### config.mk
export PLATFORM = sky130hd
export DESIGN_NAME = psw_flag_reg
export DESIGN_NICKNAME = d
export VERILOG_FILES = /design/src/rtl/psw_pkg.sv /design/src/rtl/psw_cond_bits.sv /design/src/rtl/psw_ctrl_bits.sv /design/src/rtl/psw_flag_reg.sv
export SDC_FILE = /design/constraint.sdc
export NUM_CORES = 1
export LEC_CHECK = 0
export CAP_MARGIN = 20
export CORE_MARGIN = 3
export CORE_UTILIZATION = 26
export CTS_BUF_LIST = sky130_fd_sc_hd__clkbuf_4 sky130_fd_sc_hd__clkbuf_8
export DETAILED_ROUTE_END_ITERATION = 10
export PLACE_DENSITY = 0.92
export RECOVER_POWER = 50
export SETUP_SLACK_MARGIN = 0.05
export SYNTH_ARGS = -nofsm -noshare
export SYNTH_HDL_FRONTEND = slang
export SYNTH_SLANG_ARGS = --single-unit
### constraint.sdc
create_clock -name clk_i -period 1.03 [get_ports clk_i]
set_input_delay 0.206 -clock clk_i [delete_from_list [all_inputs] [get_ports clk_i]]
set_output_delay 0.206 -clock clk_i [all_outputs]
set_load 0.01 [all_outputs]
### src/rtl/psw_pkg.sv
package psw_pkg;
  localparam int W      = 16;
  localparam int BYTE_W = 8;
  localparam int N_CTRL = 3;

  localparam int CF_POS = 0;
  localparam int PF_POS = 2;
  localparam int AF_POS = 4;
  localparam int ZF_POS = 6;
  localparam int SF_POS = 7;
  localparam int OF_POS = 11;
  localparam int CTRL_BASE = 8;

  localparam logic [W-1:0] FIXED_ONES = 16'hF000;
  localparam logic [W-1:0] DEF_MASK   = 16'h0FD5;

  typedef enum logic [1:0] {
    OP_ADD   = 2'd0,
    OP_SUB   = 2'd1,
    OP_LOGIC = 2'd2,
    OP_NONE  = 2'd3
  } op_e;

  typedef struct packed {
    logic of_f;
    logic sf_f;
    logic zf_f;
    logic af_f;
    logic pf_f;
    logic cf_f;
  } cond_t;
endpackage

### src/rtl/psw_cond_bits.sv
module psw_cond_bits
  import psw_pkg::*;
(
  input  logic         clk_i,
  input  logic         rst_ni,
  input  logic         upd_i,
  input  op_e          op_i,
  input  logic         byte_i,
  input  logic [W-1:0] op_a_i,
  input  logic [W-1:0] op_b_i,
  input  logic [W-1:0] res_i,
  input  logic         carry_i,
  input  logic         load_i,
  input  cond_t        load_val_i,
  output cond_t        q_o
);
  localparam int TOP = W - 1;
  localparam int BT  = BYTE_W - 1;

  cond_t q_q, nxt;
  logic  a_msb, b_msb, r_msb, r_zero, half_c;
  logic  unused_ops;

  assign unused_ops = ^{op_a_i[TOP-1:BYTE_W], op_a_i[BT-1:5], op_a_i[3:0],
                        op_b_i[TOP-1:BYTE_W], op_b_i[BT-1:5], op_b_i[3:0]};

  always_comb begin
    a_msb  = byte_i ? op_a_i[BT] : op_a_i[TOP];
    b_msb  = byte_i ? op_b_i[BT] : op_b_i[TOP];
    r_msb  = byte_i ? res_i[BT]  : res_i[TOP];
    r_zero = byte_i ? (res_i[BT:0] == '0) : (res_i == '0);
    half_c = op_a_i[4] ^ op_b_i[4] ^ res_i[4];

    nxt      = q_q;
    nxt.pf_f = ~^res_i[BT:0];
    nxt.zf_f = r_zero;
    nxt.sf_f = r_msb;
    unique case (op_i)
      OP_ADD: begin
        nxt.cf_f = carry_i;
        nxt.af_f = half_c;
        nxt.of_f = (a_msb == b_msb) && (r_msb != a_msb);
      end
      OP_SUB: begin
        nxt.cf_f = carry_i;
        nxt.af_f = half_c;
        nxt.of_f = (a_msb != b_msb) && (r_msb != a_msb);
      end
      OP_LOGIC: begin
        nxt.cf_f = 1'b0;
        nxt.of_f = 1'b0;
      end
      default: nxt = q_q;
    endcase
  end

  always_ff @(posedge clk_i or negedge rst_ni) begin
    if (!rst_ni)                          q_q <= '0;
    else if (load_i)                      q_q <= load_val_i;
    else if (upd_i && op_i != OP_NONE)    q_q <= nxt;
  end

  assign q_o = q_q;

  p_logic_clears_r4: assert property (@(posedge clk_i) disable iff (!rst_ni)
    (upd_i && !load_i && op_i == OP_LOGIC) |=> (!q_o.cf_f && !q_o.of_f));

  p_logic_keeps_af_r6: assert property (@(posedge clk_i) disable iff (!rst_ni)
    (upd_i && !load_i && op_i == OP_LOGIC) |=> $stable(q_o.af_f));

  p_cond_hold_r11: assert property (@(posedge clk_i) disable iff (!rst_ni)
    (!load_i && (!upd_i || op_i == OP_NONE)) |=> $stable(q_o));
endmodule

### src/rtl/psw_ctrl_bits.sv
module psw_ctrl_bits
  import psw_pkg::*;
(
  input  logic              clk_i,
  input  logic              rst_ni,
  input  logic [N_CTRL-1:0] set_i,
  input  logic [N_CTRL-1:0] clr_i,
  input  logic              load_i,
  input  logic [N_CTRL-1:0] load_val_i,
  output logic [N_CTRL-1:0] q_o
);
  for (genvar i = 0; i < N_CTRL; i++) begin : g_flag
    logic f_q;
    always_ff @(posedge clk_i or negedge rst_ni) begin
      if (!rst_ni)       f_q <= 1'b0;
      else if (load_i)   f_q <= load_val_i[i];
      else if (clr_i[i]) f_q <= 1'b0;   // clear dominates set
      else if (set_i[i]) f_q <= 1'b1;
    end
    assign q_o[i] = f_q;

    p_clr_wins_r10: assert property (@(posedge clk_i) disable iff (!rst_ni)
      (!load_i && clr_i[i]) |=> !q_o[i]);
    p_set_r10: assert property (@(posedge clk_i) disable iff (!rst_ni)
      (!load_i && set_i[i] && !clr_i[i]) |=> q_o[i]);
  end

  p_ctrl_hold_r10: assert property (@(posedge clk_i) disable iff (!rst_ni)
    (!load_i && set_i == '0 && clr_i == '0) |=> $stable(q_o));
endmodule

### src/rtl/psw_flag_reg.sv
module psw_flag_reg
  import psw_pkg::*;
(
  input  logic         clk_i,
  input  logic         rst_ni,
  input  logic         upd_i,
  input  logic [1:0]   op_i,
  input  logic         byte_i,
  input  logic [15:0]  op_a_i,
  input  logic [15:0]  op_b_i,
  input  logic [15:0]  res_i,
  input  logic         carry_i,
  input  logic [2:0]   ctrl_set_i,
  input  logic [2:0]   ctrl_clr_i,
  input  logic         load_i,
  input  logic [15:0]  load_data_i,
  output logic [15:0]  psw_o
);
  cond_t             cond_ld, cond_q;
  logic [N_CTRL-1:0] ctrl_ld, ctrl_q;
  logic              unused_ld;

  assign cond_ld = '{of_f: load_data_i[OF_POS], sf_f: load_data_i[SF_POS],
                     zf_f: load_data_i[ZF_POS], af_f: load_data_i[AF_POS],
                     pf_f: load_data_i[PF_POS], cf_f: load_data_i[CF_POS]};
  assign ctrl_ld   = load_data_i[CTRL_BASE +: N_CTRL];
  assign unused_ld = ^{load_data_i[15:12], load_data_i[5], load_data_i[3], load_data_i[1]};

  psw_cond_bits u_cond (
    .clk_i, .rst_ni, .upd_i,
    .op_i      (op_e'(op_i)),
    .byte_i, .op_a_i, .op_b_i, .res_i, .carry_i, .load_i,
    .load_val_i(cond_ld),
    .q_o       (cond_q)
  );

  psw_ctrl_bits u_ctrl (
    .clk_i, .rst_ni,
    .set_i     (ctrl_set_i),
    .clr_i     (ctrl_clr_i),
    .load_i,
    .load_val_i(ctrl_ld),
    .q_o       (ctrl_q)
  );

  always_comb begin
    psw_o                        = FIXED_ONES;
    psw_o[CF_POS]                = cond_q.cf_f;
    psw_o[PF_POS]                = cond_q.pf_f;
    psw_o[AF_POS]                = cond_q.af_f;
    psw_o[ZF_POS]                = cond_q.zf_f;
    psw_o[SF_POS]                = cond_q.sf_f;
    psw_o[OF_POS]                = cond_q.of_f;
    psw_o[CTRL_BASE +: N_CTRL]   = ctrl_q;
  end

  p_load_r3: assert property (@(posedge clk_i) disable iff (!rst_ni)
    load_i |=> ((psw_o & DEF_MASK) == ($past(load_data_i) & DEF_MASK)));

  p_ctrl_ignores_alu_r10: assert property (@(posedge clk_i) disable iff (!rst_ni)
    (!load_i && ctrl_set_i == '0 && ctrl_clr_i == '0) |=> $stable(psw_o[10:8]));
endmodule

; ---- Word level (Yosys, flattened, before mapping)
; Cells that the tools add are included.
; Widths: inputs -> output; s select.
[classes]
shift = 0
bitwise = 2
n_mul = 0
reduce_logical = 21
order_cmp = 0
n_eq_ne = 6
add_sub_neg = 0
n_mux = 20
div = 0
[ops]
columns = operator, count
row1 = $logic_not 16->1, 1
row2 = $mux 1, 15
row3 = $mux 6, 2
row4 = $reduce_bool 3->1, 4
row5 = $logic_not 8->1, 1
row6 = $reduce_and 2->1, 4
row7 = $reduce_xnor 8->1, 1
row8 = $reduce_bool 2->1, 3
row9 = $reduce_bool 4->1, 1
row10 = $logic_and 1x1->1, 3
row11 = $pmux 1 s3, 1
row12 = $reduce_or 3->1, 1
row13 = $eq 2x1->1 const B, 1
row14 = $eq 2x2->1 const B, 1
row15 = $logic_not 2->1, 1
row16 = $mux 2, 1
row17 = $ne 1x1->1, 2
row18 = $ne 2x2->1 const B, 1
row19 = $pmux 1 s2, 1
row20 = $reduce_or 2->1, 1
row21 = $xor 1x1->1, 2
row22 = $eq 1x1->1, 1
[totals]
romBits = 0
output_inout_bits = 16
mem_count = 0
mem_bits_rw = 0
reg_bits = 9
latch_bits = 0
elab_cells = 58

; ---- Longest topological paths before layout
[depth]
ltp_word = 6
mapped_depth = 6
depth_no_buf = 6

; ---- Modules after synthesis
; From an unflattened synthesis, not the netlist that was laid out.
[hier_totals]
hier_cells = 100
hier_area_um2 = 870.8
[modules_own_cells]
columns = module, n_inst, cells_each, area_per_inst_um2
row1 = psw_cond_bits, 1, 76, 668.1
row2 = psw_ctrl_bits, 1, 15, 142.6
row3 = psw_flag_reg, 1, 9, 60.1

; ---- Least setup slack after synthesis
; Ideal clock, no wire load.
[synth_timing]
kind = input to register
startpoint = in res_i[2]
endpoint = reg u_cond.q_q, in the netlist u_cond.q_o[1]
cell_stages = 6
t_arrival_ns = 1.134
required_time_ns = 0.905
setup_ns = 0.125
path_buffers = 0
path_slack_ns = -0.229
path_cell_list = inv_1 > ha_1 > xnor2_1 > xnor2_1 > o21ai_0 > mux2_2
[synth_via]
elab_chain_cells = 4
[synth_rtl]
columns = item, line
row1 = start: declaration, psw_flag_reg.sv:11  ; input logic [15:0] res_i,
row2 = $reduce_xnor 8->1, psw_cond_bits.sv:35  ; nxt.pf_f = ~^res_i[BT:0];
row3 = $mux 1, psw_cond_bits.sv:38  ; unique case (op_i)
row4 = $mux 6, psw_cond_bits.sv:60  ; else if (upd_i && op_i != OP_NONE) q_q <= nxt;
row5 = $mux 6, psw_cond_bits.sv:59  ; else if (load_i) q_q <= load_val_i;
row6 = end signal: assignment, psw_cond_bits.sv:59
row7 = end signal: assignment, psw_cond_bits.sv:60
row8 = end: declaration, psw_cond_bits.sv:20  ; cond_t q_q, nxt;
; No other way between the ends. The select of a mux whose other input is x is not followed.
; A chain may end at the register's enable or synchronous reset.

; ---- Final worst setup path
[layout_timing]
startpoint = in res_i[1]
endpoint = reg u_cond.q_q, in the netlist u_cond.q_o[1]
; The elaborated chain is that of the path after synthesis.

==> impl_metrics.tcl <==
set metrics [dict create \
    cts_tree "done" \
    critPathCaptureType "register" \
    period_share_pct 102 \
    row_count 18 \
    layout.nets 233 \
    hpwlAfterDp_mm 2.09 \
    critPathKind "input pin to register" \
    fill_cells 247 \
    arrival_ps 1210 \
    r2r_cells 4 \
    first_pass_iters 4 \
    io_pins 94 \
    floorplan.initialDensity_pct 28.7 \
    start_kind "input pin" \
    r2r-start "u_cond.q_o[5]" \
    max_freq_ghz 0.950 \
    gp_congestion 0.800 \
    multi_input_area_sq_um 553 \
    via_per_inst 4.80 \
    antennaDiodeCount 0 \
    startpoint "res_i[1]" \
    fp.dieH_um 59.7 \
    vias 864 \
    track_usage_pct 15.5 \
    drc 0 \
    crit_fanout 1 \
    cts_sinks 9 \
    finalCriticalPeriod_ps 1050 \
    final_antenna_net_count 0 \
    layout-drive-gt1-share_pct 43.3 \
    r2r-end "u_cond.q_o[5]" \
    rsz0062_at_grt "true" \
    drtIter0Drc 23 \
    synth_sequential_area_ratio_pct 30.1 \
    fin_ws_ps -23.0 \
    final_area_sq_mm 0.00147 \
    grt_pass1_wl_mm 4.12 \
    cts_hold_buf 0 \
    holdWs_ps 306 \
    drv_cap 0 \
    dpl-instance-area_sq_mm 0.00141 \
    power.density_mw_per_mm2 902 \
    area.growth.synth_to_final_pct 96.5 \
    insertion_delay_ps 260 \
    setup_viol 1 \
    io_buffer_count 53 \
    grt_pass1_vias 903 \
    finalHoldViolCount 0 \
    wirelength_mm 2.70 \
    coreArea_sq_mm 0.00261 \
    power_leakage_nw 0.683 \
    hold_path_class "input pin to asynchronous set/reset pin" \
    clk_pin_slew_ps 70 \
    yosysWarnings 0 \
    mostFrequentLayoutCell "clkdlybuf4s50_1" \
    vdd.ir_drop.worst_uv 502 \
    clk_path_buf_depth 2 \
    overflow 0 \
    critPathRequiredTime_ps 1180 \
    ys_ff_latch 9 \
    layout_common_cells "16 x clkdlybuf4s50_1, 12 x buf_4, 10 x buf_2, 9 x buf_6, 9 x dfrtp_1" \
    regArea_sq_um 225 \
    synth_area_sq_um 749 \
    fin_worst_skew_ps 0 \
    violations "negative setup slack" \
    yosysUniqueCellTypes 26 \
    critPathCapture "u_cond.q_o[1]" \
    grt_max_degree 10 \
    h-tree-depth 1 \
    antenna_found_initial 0 \
    status "finished with violations" \
    wire_per_inst_um 15.0 \
    die_area_sq_mm 0.00356 \
    rrSetupSlack_ps 50 \
    clockRootBuffer "clkbuf_4" \
    fp.dieW_um 59.7 \
    synth_cells 86 \
    avgSynthCellArea_sq_um 8.71 \
    cts_made_buffers 3 \
    slew_viol_final 0 \
]
[critical path: stages]
cell	delay, ps
buf_6	100
inv_4	50
ha_4	200
xnor2_2	180
xnor2_1	130
o21ai_1	80
mux2_4	260
[synthesized netlist by cell type]
library cell	n	area, sq um
o32a_1	1	10.0
xor2_1	1	8.76
o31ai_1	3	22.5
xnor2_1	5	43.8
nor2_1	6	22.5
nand2_1	8	30.0
inv_1	9	33.8
a21boi_1	1	7.51
buf_4	10	75.1
nand3_1	1	5.00
nor4b_2	2	30.0
mux2i_1	4	40.0
o21a_1	1	7.51
mux2_4	2	30.0
o21ai_1	1	5.00
o21ai_0	3	15.0
ha_1	4	50.1
nor3_1	2	10.0
nor4_1	2	12.5
dfrtp_1	9	225
a21oi_1	3	15.0
nor2b_1	3	18.8
a22oi_1	1	7.51
mux2_2	1	11.3
conb_1	2	7.51
buf_2	1	5.00
[how the worst min path moves through the flow]
| stage | end | slack [ps] | cells after the start |
|---|---|---|---|
| after floorplan | u_cond.q_o[0] | -90 | 0 |
| after CTS | u_cond.q_o[3] | 240 | 1 |
| after global routing | u_cond.q_o[3] | 320 | 1 |
| after detailed placement | u_cond.q_o[4] | 470 | 2 |
| after global placement | u_cond.q_o[4] | 470 | 2 |
| final | u_cond.q_o[3] | 310 | 1 |
[layer usage]
layer / up-vias / global-route usage (%) / part of all wire [%]
met5: - / 0 / 0
met4: 0 / 7.28 / 3.8
met3: 10 / 2.16 / 7.7
met2: 51 / 30.1 / 56
met1: 402 / 15.9 / 33
li1: 401 / - / -
[timing repair]
item                       4_1_cts  5_1_grt
setup endpoints to repair       18       15
resized for setup              110       22
buffers inserted                 2        1
pin swaps                       19       14
[sequential cells by signal (all words and copies together) (netlist names)]
register,cells
u_cond.q_o,6
u_ctrl.g_flag.f_q,3
[through the flow]
stage | instances | setup TNS [ps] | total power, W | worst slack (ps) | utilization (%)
final | 180 | -23.0 | 0.00133 | -23.0 | 56.4
after global routing | 180 | -116 | 0.00142 | -45.8 | 56.4
after CTS | 179 | -21.0 | 0.00131 | -16.6 | 55.0
after detailed placement | 173 | -4920 | 0.00101 | -831 | 54.0
after global placement | 173 | -4480 | 0.000994 | -806 | 54.0
after floorplan | 91 | -174 | 0.000692 | -174 | -
[logic make-up (layout without fill, tap and decap cells)]
family          count (synthesis)  count (layout)  share of synthesized area [%]
simple gates                   24              24                           17.2
flops                           9               9                           30.1
mux                             7               7                           10.9
fa+ha+maj                       4               4                           6.68
xor+xnor                        6               6                           7.01
other cells                     2               7                           1.00
buf+inv                        20              79                           15.2
compound gates                 14              14                           12.0
[power breakdown]
part	internal [W]	switching, W
Clock	0.000176	0.000133
Sequential	0.000396	0.0000263
Combinational	0.000354	0.000243
Total	0.000926	0.000402
[area by class of cell]
cell class                      count  share of cell area, %
Clock buffer                        4                   2.04
Inverter                            9                   3.65
Multi-Input combinational cell     62                   37.6
Sequential cell                     9                   15.3
Tap cell                           30                   2.55
Timing Repair Buffer               66                   38.9
No activity file was read; power rests on OpenSTA's default activity.
